<file path="src/rtl/vfw_pkg.sv">
package vfw_pkg;
  localparam int ADDR_W     = 48;  // widest host address width of either shape
  localparam int PTR_SHIFT  = 16;  // directory pointers count 64 KB blocks
  localparam int PAGE_SHIFT = 21;  // leaf pages are 2 MB
  localparam int NUM_FN     = 64;  // root directory slots

  typedef enum logic [1:0] {
    LV_NONE = 2'd0,
    LV_ROOT = 2'd1,
    LV_MID  = 2'd2,
    LV_LEAF = 2'd3
  } walk_lvl_e;

  typedef enum logic [1:0] {
    ST_IDLE,
    ST_ISSUE,
    ST_WAIT,
    ST_RESP
  } walk_st_e;

  // entry byte address = table base + index scaled by entry size
  function automatic logic [63:0] tbl_addr(input logic [63:0] base,
                                           input logic [63:0] idx,
                                           input int unsigned esz_log2);
    return base + (idx << esz_log2);
  endfunction
endpackage

</file>
<file path="src/rtl/vfw_entry_decode.sv">
module vfw_entry_decode #(
  parameter int HAW = 37
) (
  input  logic [63:0]               raw,
  output logic                      ent_valid,
  output logic [vfw_pkg::ADDR_W-1:0] next_base,
  output logic [vfw_pkg::ADDR_W-1:0] page_base
);
  import vfw_pkg::*;
  localparam int DIR_HI  = HAW - 13;
  localparam int PAGE_HI = HAW - 17;

  logic unused_rsvd;

  assign ent_valid = raw[0];
  assign next_base = ADDR_W'({raw[DIR_HI:4], {PTR_SHIFT{1'b0}}});
  assign page_base = ADDR_W'({raw[PAGE_HI:5], {PAGE_SHIFT{1'b0}}});
  assign unused_rsvd = ^{raw[63:DIR_HI+1], raw[3:1]};
endmodule

</file>
<file path="src/rtl/vfw_index_gen.sv">
module vfw_index_gen #(
  parameter bit THREE_LEVEL = 1'b0,
  parameter int HAW         = 37
) (
  input  vfw_pkg::walk_lvl_e         lvl,
  input  logic [5:0]                 fn,
  input  logic [vfw_pkg::ADDR_W-1:0] off,
  input  logic [vfw_pkg::ADDR_W-1:0] base,
  output logic [vfw_pkg::ADDR_W-1:0] addr,
  output logic                       wide
);
  import vfw_pkg::*;
  logic unused_off;

  if (THREE_LEVEL) begin : g_deep
    always_comb begin
      case (lvl)
        LV_ROOT: begin
          addr = ADDR_W'(tbl_addr(64'(base), 64'(fn), 3));
          wide = 1'b1;
        end
        LV_MID: begin
          addr = ADDR_W'(tbl_addr(64'(base), 64'(off[47:35]), 3));
          wide = 1'b1;
        end
        default: begin
          addr = ADDR_W'(tbl_addr(64'(base), 64'(off[34:21]), 2));
          wide = 1'b0;
        end
      endcase
    end
    assign unused_off = ^off[20:0];
  end else begin : g_short
    always_comb begin
      if (lvl == LV_ROOT)
        addr = ADDR_W'(tbl_addr(64'(base), 64'(fn), 2));
      else
        addr = ADDR_W'(tbl_addr(64'(base), 64'(off[HAW-1:21]), 2));
      wide = 1'b0;
    end
    assign unused_off = ^{off[ADDR_W-1:HAW], off[20:0]};
  end
endmodule

</file>
<file path="src/rtl/vf_lmem_xlate.sv">
module vf_lmem_xlate #(
  parameter bit THREE_LEVEL = 1'b0,
  parameter int HAW_2L      = 37,
  parameter int FID_W       = 8
) (
  input  logic                       clk,
  input  logic                       rst_n,
  input  logic [31:0]                cfg_ctl,
  input  logic                       req_valid,
  output logic                       req_ready,
  input  logic [FID_W-1:0]           req_fid,
  input  logic [vfw_pkg::ADDR_W-1:0] req_off,
  output logic                       mem_req,
  output logic [vfw_pkg::ADDR_W-1:0] mem_addr,
  output logic                       mem_wide,
  input  logic                       mem_rvalid,
  input  logic [63:0]                mem_rdata,
  output logic                       rsp_valid,
  input  logic                       rsp_ready,
  output logic                       rsp_fault,
  output logic [1:0]                 rsp_code,
  output logic [vfw_pkg::ADDR_W-1:0] rsp_off
);
  import vfw_pkg::*;
  localparam int HAW = THREE_LEVEL ? 48 : HAW_2L;

  walk_st_e          st;
  walk_lvl_e         lvl;
  logic [5:0]        fn_q;
  logic [ADDR_W-1:0] off_q, base_q, res_q;
  logic              fault_q;
  logic [1:0]        code_q;

  // named events for the checker
  logic              acc_fire, fn_ok, pre_reject, entry_fault, walk_done;
  logic [63:0]       ent_raw;
  logic              dec_valid;
  logic [ADDR_W-1:0] dec_next, dec_page;

  assign acc_fire    = (st == ST_IDLE) && req_valid;
  assign fn_ok       = (req_fid != '0) && (req_fid < FID_W'(NUM_FN));
  assign pre_reject  = acc_fire && !(cfg_ctl[31] && fn_ok);
  assign ent_raw     = mem_wide ? mem_rdata : {32'h0, mem_rdata[31:0]};
  assign entry_fault = (st == ST_WAIT) && mem_rvalid && !dec_valid;
  assign walk_done   = (st == ST_WAIT) && mem_rvalid && dec_valid && (lvl == LV_LEAF);

  vfw_entry_decode #(.HAW(HAW)) u_dec (
    .raw       (ent_raw),
    .ent_valid (dec_valid),
    .next_base (dec_next),
    .page_base (dec_page)
  );

  vfw_index_gen #(.THREE_LEVEL(THREE_LEVEL), .HAW(HAW)) u_idx (
    .lvl  (lvl),
    .fn   (fn_q),
    .off  (off_q),
    .base (base_q),
    .addr (mem_addr),
    .wide (mem_wide)
  );

  always_ff @(posedge clk) begin
    if (!rst_n) begin
      st      <= ST_IDLE;
      lvl     <= LV_NONE;
      fn_q    <= '0;
      off_q   <= '0;
      base_q  <= '0;
      res_q   <= '0;
      fault_q <= 1'b0;
      code_q  <= 2'd0;
    end else begin
      case (st)
        ST_IDLE: if (acc_fire) begin
          fn_q  <= req_fid[5:0];
          off_q <= req_off;
          if (pre_reject) begin
            fault_q <= 1'b1;
            code_q  <= 2'd0;
            res_q   <= '0;
            st      <= ST_RESP;
          end else begin
            base_q <= ADDR_W'({cfg_ctl[30:0], {PTR_SHIFT{1'b0}}});
            lvl    <= LV_ROOT;
            st     <= ST_ISSUE;
          end
        end
        ST_ISSUE: st <= ST_WAIT;
        ST_WAIT: if (mem_rvalid) begin
          if (!dec_valid) begin
            fault_q <= 1'b1;
            code_q  <= lvl;
            res_q   <= '0;
            st      <= ST_RESP;
          end else if (lvl == LV_LEAF) begin
            fault_q <= 1'b0;
            code_q  <= 2'd0;
            res_q   <= dec_page | ADDR_W'(off_q[PAGE_SHIFT-1:0]);
            st      <= ST_RESP;
          end else begin
            base_q <= dec_next;
            lvl    <= (THREE_LEVEL && lvl == LV_ROOT) ? LV_MID : LV_LEAF;
            st     <= ST_ISSUE;
          end
        end
        default: if (rsp_ready) begin
          st  <= ST_IDLE;
          lvl <= LV_NONE;
        end
      endcase
    end
  end

  assign req_ready = (st == ST_IDLE);
  assign mem_req   = (st == ST_ISSUE);
  assign rsp_valid = (st == ST_RESP);
  assign rsp_fault = fault_q;
  assign rsp_code  = code_q;
  assign rsp_off   = res_q;
endmodule

</file>
<file path="config.mk">
export PLATFORM = sky130hd
export DESIGN_NAME = vf_lmem_xlate
export DESIGN_NICKNAME = d
export VERILOG_FILES = /design/src/rtl/vfw_pkg.sv /design/src/rtl/vfw_entry_decode.sv /design/src/rtl/vfw_index_gen.sv /design/src/rtl/vf_lmem_xlate.sv
export SDC_FILE = /design/constraint.sdc
export NUM_CORES = 1
export LEC_CHECK = 0
export BUFFER_PORTS_ARGS = -buffer_cell sky130_fd_sc_hd__clkbuf_2
export CAP_MARGIN = 5
export CORE_AREA = 2 2 109 164
export CTS_CLUSTER_SIZE = 12
export DETAILED_ROUTE_END_ITERATION = 8
export DIE_AREA = 0 0 111 166
export PLACE_DENSITY = 0.85
export SETUP_SLACK_MARGIN = 0.05
export SLEW_MARGIN = 20
export SYNTH_ARGS = -nofsm -noshare
export SYNTH_HDL_FRONTEND = slang
export SYNTH_HIERARCHICAL = 1
export SYNTH_SLANG_ARGS = --single-unit
</file>
<file path="constraint.sdc">
create_clock -name clk -period 4.3 [get_ports clk]
set_clock_uncertainty 0.2 [all_clocks]
set_input_delay 0.43 -clock clk [delete_from_list [all_inputs] [get_ports clk]]
set_output_delay 0.43 -clock clk [all_outputs]
set_load 0.05 [all_outputs]
</file>
==> metrics.txt, run 1 <==
fin nets 1341; CTS clock-pin slew for the worst setup and hold paths 70 ps; gpl congestion 0.953; max-cap violations 0; Max Clk Rate 0.243 GHz; met1 GRT Util 26.3%; crit share post-route 95.7%; Period minus WS final 4120 ps; CTS H-tree depth 4; pwr dens 382 nW/um2; reg-to-reg endpoint base_q[33]$_SDFFE_PN0P_; first-pass GRT wire length 35.6 mm; vias per std cell 5.47; Fill cells 1520; CP endpoint kind output port; Die Ht 166 um; fin. max-slew vios 0; DP HPWL 15.2 mm; WL final 21.9 mm; Worst-Margin Slew 1070 ps; Clk Tree Root Cell clkbuf_16; hold path depth 3; # IOs 260; # setup viols final 0; CTS tree done; met3 Track Usage GR 3.69%; Final Hold Vio Count 0; Syn Area/Cell 8.16 um2; DIE WIDTH 111 um; Endpoint, Worst Hold off_q[8]$_SDFFE_PN0P_; met2 usage 42.8%; Worst Setup Path Type reg2out; Startpoint Class flip-flop; routed vias 7615; CTS Buf Count 17; antenna cells 0; setup TNS 0 ps; CTS hold repair buffers 0; Initial Util 49.8%; CP max stage cell dfxtp_2; VDD IR-drop max 0.000219 V; die footprint 18400 um2; drt pass-1 iters 5; Rel. slew slack 28.2%; DR DRC count 0; Synth Cell Area 8500 um2; area grow syn2layout 15.7%; CTS sink cnt 146; R2R depth 5; status complete, no violations; FF-to-FF setup slack 1380 ps; unrepaired setup endpoints after global routing true; later-pin clock latency in the skew report 420 ps; worst-path cell chain nand2b_4 -> mux2_2 -> ha_1 -> a211oi_1 -> o21ai_2 -> a41oi_2 -> nand2_1 -> a31oi_1 -> buf_4 -> nor2_1 -> xor2_2 -> clkbuf_8; Worst path top cell family by delay compound AO/OA/AOI/OAI gates; dpl cell area 9050 um2; GRT overflow 0; hold path startpoint req_off[8]; Synth Warn # 6; Routed wire per std cell 15.7 um; Lkg Pwr 0.00431 uW; layer with the highest usage met2; Buf+Inv Stages, Crit Path 2; Detailed Route Iter0 Violations 434; reg2reg start st[1]$_SDFFE_PN0P_; Crit Path Max Fanout 8; Mapped Cells 1041; post-detailed-route count of antenna-violating nets 0; Rows 59; largest net degree at the start of global routing 103; share of layout cells above drive strength 1 27.6%; Worst Path Required 3670 ps; HP Class in2reg; post-route design area 9830 um2; initial antenna violation count 0; clk buf depth 2; worst endpoint data arrival time 3490 ps; largest stage delay on the critical path 370 ps; GRT Total Usage 23.2%; PortBufs 205; vias in the first global route 7341; Core ar. 17100 um2
==> state kept, by name, summed over array words and instances, names as in the netlist <==
name and count:
base_q 48, fn_q 6, lvl 2, off_q 37, rsp_code 2, rsp_fault 1
rsp_off 48, st 2
==> through the flow <==
step / power, uW / hold WS [ps] / cells / setup WS [ps] / utilization [%]
2_1_floorplan: 2150 / 232 / 1099 / 271 / -
3_3_place_gp: 2270 / 238 / 1357 / 225 / 53.1
3_5_place_dp: 2280 / 243 / 1357 / 95.0 / 53.1
4_1_cts: 3770 / 11.7 / 1389 / 50.6 / 57.2
5_1_grt: 3910 / 26.7 / 1393 / 37.7 / 57.7
6_report: 3750 / 28.1 / 1393 / 185 / 57.7
==> per-layer routing <==
layer | wire (um) | part of all wire (%) | vias to the layer above
met4 | 605 | 2.8 | 0
met1 | 8620 | 39 | 3602
met2 | 11600 | 53 | 224
met3 | 1000 | 4.6 | 45
met5 | 0 | 0 | -
li1 | - | - | 3744
==> layout make-up <==
type	instances	area (um2)	share of cell area (%)
clock buffers	18	439	4.47
clock inverters	14	145	1.48
inverters	13	48.8	0.496
multi-input cells	765	4750	48.3
flip-flops and latches	146	2930	29.7
well taps	213	267	2.71
repair buffers	224	1260	12.8
==> tightest hold or removal path, stage by stage <==
cell and delay (ps):
clkbuf_2 80, nand2_1 50, a21oi_1 50
==> layout by cell type (no fill, tap or decap), types with 3 or more instances in the layout <==
cell type / instances
nor2_1: 34
clkinvlp_4: 3
nor2b_1: 4
o21ai_0: 51
buf_4: 25
nand4_1: 12
and3_1: 9
mux2i_1: 32
inv_6: 5
nand3_1: 12
a211oi_1: 4
nor3_2: 5
clkbuf_8: 6
a31oi_1: 23
ha_1: 15
o211ai_1: 3
a311oi_1: 27
clkinv_4: 3
and2_1: 16
clkbuf_2: 183
inv_1: 12
clkbuf_16: 17
a32o_1: 17
nand2_1: 198
clkbuf_4: 9
xnor2_2: 3
o21ai_1: 3
conb_1: 60
dfxtp_1: 144
nor3_1: 23
mux2_2: 38
xor2_1: 15
a21o_1: 8
nand4b_1: 3
a21oi_1: 88
xnor2_1: 25
==> worst max-delay path by stage <==
stage / to / cells after the start / from / slack (ps)
global route: mem_addr[19] / 11 / lvl[1]$_SDFFE_PN0P_ / 40
global placement: mem_addr[22] / 14 / lvl[1]$_SDFFE_PN0P_ / 230
floorplan: mem_addr[44] / 14 / lvl[1]$_SDFFE_PN0P_ / 270
finish: mem_addr[21] / 12 / lvl[1]$_SDFFE_PN0P_ / 180
detailed placement: mem_addr[38] / 14 / lvl[1]$_SDFFE_PN0P_ / 100
CTS: mem_addr[38] / 14 / lvl[1]$_SDFFE_PN0P_ / 50
==> power by group <==
part	switching [uW]	internal (uW)
Clock	637	832
Combinational	521	268
Sequential	71.4	1420
Total	1230	2520
==> timing repair <==
action                                  4_1_cts  5_1_grt
pin swaps                                     0        3
endpoints found under the setup margin       34       29
buffers inserted                              0        3
resized for setup                            30       27
gates cloned                                  0        1
No activity file was read; power rests on OpenSTA's default activity.
==> run 2, diff against run 1 <==
--- a/config.mk
+++ b/config.mk
@@ -5,13 +5,14 @@
 export SDC_FILE = /design/constraint.sdc
 export NUM_CORES = 1
 export LEC_CHECK = 0
+export ABC_AREA = 1
 export BUFFER_PORTS_ARGS = -buffer_cell sky130_fd_sc_hd__clkbuf_2
 export CAP_MARGIN = 5
-export CORE_AREA = 2 2 109 164
+export CORE_AREA = 2 2 116 174
 export CTS_CLUSTER_SIZE = 12
 export DETAILED_ROUTE_END_ITERATION = 8
-export DIE_AREA = 0 0 111 166
-export PLACE_DENSITY = 0.85
+export DIE_AREA = 0 0 118 176
+export PLACE_DENSITY = 0.84
 export SETUP_SLACK_MARGIN = 0.05
 export SLEW_MARGIN = 20
 export SYNTH_ARGS = -nofsm -noshare
==> metrics.txt, run 2 <==
largest stage delay on the critical path 410 ps (+40 ps); first-pass GRT wire length 44.4 mm (+25%); Fill cells 1880 (+24%); drt pass-1 iters 6 (+1); CP endpoint kind output port; Reg area 2920 um2 (about the same); CP max stage cell fa_1; CTS sink cnt 146 (unchanged); DR DRC count 0 (unchanged); vias in the first global route 9384 (+28%); Core ar. 19200 um2 (+12%); initial antenna violation count 0 (unchanged); Initial Util 51.4% (+1.6 points); Util after Layout 57.8% (+0.093 points); Worst path top cell family by delay simple AND/OR/NAND/NOR gates; GRT Total Usage 26.2% (+3.0 points); status complete, no violations; CTS Buf Count 17 (unchanged); Rel. slew slack 34.3% (+6.1 points); area grow syn2layout 12.4%; Reg power frac 30.4% (-9.4 points); pre-CTS WS 526 ps (+431 ps); PortBufs 205 (unchanged); CTS clock-pin slew for the worst setup and hold paths 70 ps (about the same); Synth Cell Area 9850 um2 (+16%); worst hold slack 24.2 ps (-3.91 ps); worst endpoint data arrival time 3360 ps (-130 ps); setup ws final 308 ps (+123 ps); vias per std cell 5.04 (-7.8%); routed vias 10100 (+33%); pwr dens 549 nW/um2 (+44%); Comb pwr share 43.3% (+22 points); Clk Tree Root Cell clkbuf_16; worst-path cell chain nor2_2 -> inv_1 -> nand2_1 -> nand2_1 -> ha_1 -> inv_1 -> fa_1 -> inv_1 -> nand3_1 -> nand3_2 -> nand2_1 -> nand2_1 -> nand2_1 -> nand2_2 -> nand2_1 -> nand2_1 -> nand2_1 -> nand2_1 -> clkbuf_2; commonest non-fill, non-tap cells in the layout nand2_1 (521), nor2_1 (239), clkbuf_2 (202); DP HPWL 20.8 mm (+37%); # IOs 260 (unchanged); die footprint 20800 um2 (+13%); Max Clk Rate 0.250 GHz (+3.1%); Mapped Cells 1624 (+56%); Worst-Margin Slew 985 ps (-89.4 ps); Startpoint Class flip-flop; fin nets 1914 (+43%); CTS tree done; Syn Area/Cell 6.06 um2 (-26%); max-cap violations 0 (unchanged); critical path's most frequent cell nand2_1; Sw Share 46.3% (+14 points); Crit Path Max Fanout 7 (-1); later-pin clock latency in the skew report 420 ps (about the same); switching power 2820 uW (+130%); Routed wire per std cell 13.8 um (-12%); DIE WIDTH 118 um (+6.3%); gpl congestion 1.00 (+4.9%); share of layout cells above drive strength 1 17.7% (-9.9 points); Rows 62 (+5.1%); commonest non-fill, non-tap cell in the layout nand2_1; clk buf depth 2 (unchanged); Detailed Route Iter0 Violations 653 (+50%); fin. max-slew vios 0 (unchanged); Period minus WS final 3990 ps (-123 ps); Lkg Pwr 0.00582 uW (+35%); Buf+Inv Stages, Crit Path 4 (+2); multi-input combinational cell area 5510 um2 (+16%); setup TNS 0 ps (unchanged); Worst Setup Path Type reg2out; clock share of power 26.4% (-13 points); unrepaired setup endpoints after global routing false; VDD IR-drop max 0.000412 V (+88%); Final Hold Vio Count 0 (unchanged); Tot Pwr 6080 uW (+62%); post-detailed-route count of antenna-violating nets 0 (unchanged); Worst Path Required 3670 ps (about the same); Die Ht 176 um (+6.0%); CTS H-tree depth 4 (unchanged); largest net degree at the start of global routing 94 (-8.7%); P_int 3270 uW (+29%); HP Class in2reg; # setup viols final 0 (unchanged); GRT overflow 0 (unchanged); crit share post-route 92.8% (-2.9 points); Synth Warn # 6 (unchanged); antenna cells 0 (unchanged); WL final 27.7 mm (+27%)
==> run 2: repair_timing <==
action | 4_1_cts | 5_1_grt
endpoints found under the setup margin | 0 | 18
setup buffers | 0 | 0
hold buffers | 0 | 0
resized for setup | 0 | 5
==> run 2: cell type report <==
class	count	area share [%]
Clock buffer	19	4.00
Clock inverter	13	1.80
Inverter	150	5.09
Multi-Input combinational cell	1209	49.8
Sequential cell	146	26.4
Tap cell	256	2.89
Timing Repair Buffer	216	10.0
==> run 2: power groups by stage <==
| stage | registers, uW | logic, uW | clock network (uW) |
|---|---|---|---|
| after floorplan | 2290 | 1670 | 0 |
| after global placement | 1860 | 2590 | 0 |
| after detailed placement | 1860 | 2610 | 0 |
| after CTS | 1840 | 2630 | 1620 |
| after global routing | 1880 | 2870 | 1670 |
| final | 1850 | 2630 | 1600 |
==> run 2: worst reg2reg max path: stages, from the launching register on <==
cell	delay, ps
dfxtp_1	490
nor2_4	80
buf_4	260
a21oi_2	170
buf_4	330
nand3_2	810
nand2_1	340
a21oi_1	110
==> run 2: stage by stage <==
| stage | instance area, um2 | std cells |
|---|---|---|
| CTS | 11100 | 2009 |
| global route | 11100 | 2009 |
| detailed placement | 10400 | 1977 |
| floorplan | 10100 | 1682 |
| finish | 11100 | 2009 |
| global placement | 10400 | 1977 |
==> run 2: final timing paths <==
kind | from | to | slack, ps | cells past startpoint
worst min-delay path | req_off[36] | off_q[36]$_SDFFE_PN0P_ | 20 | 3
worst max-delay path | lvl[1]$_SDFFE_PN0P_ | mem_addr[20] | 310 | 19
worst min register to register | base_q[1]$_SDFFE_PN0P_ | base_q[1]$_SDFFE_PN0P_ | 260 | 2
worst max register to register | st[0]$_SDFFE_PN0P_ | base_q[25]$_SDFFE_PN0P_ | 1350 | 7
==> run 2: per-layer routing <==
layer	track usage (%)	share of wire, %
met5	0	0
met4	11.9	3.7
met2	48.5	51
met3	4.65	5.9
met1	29.1	39
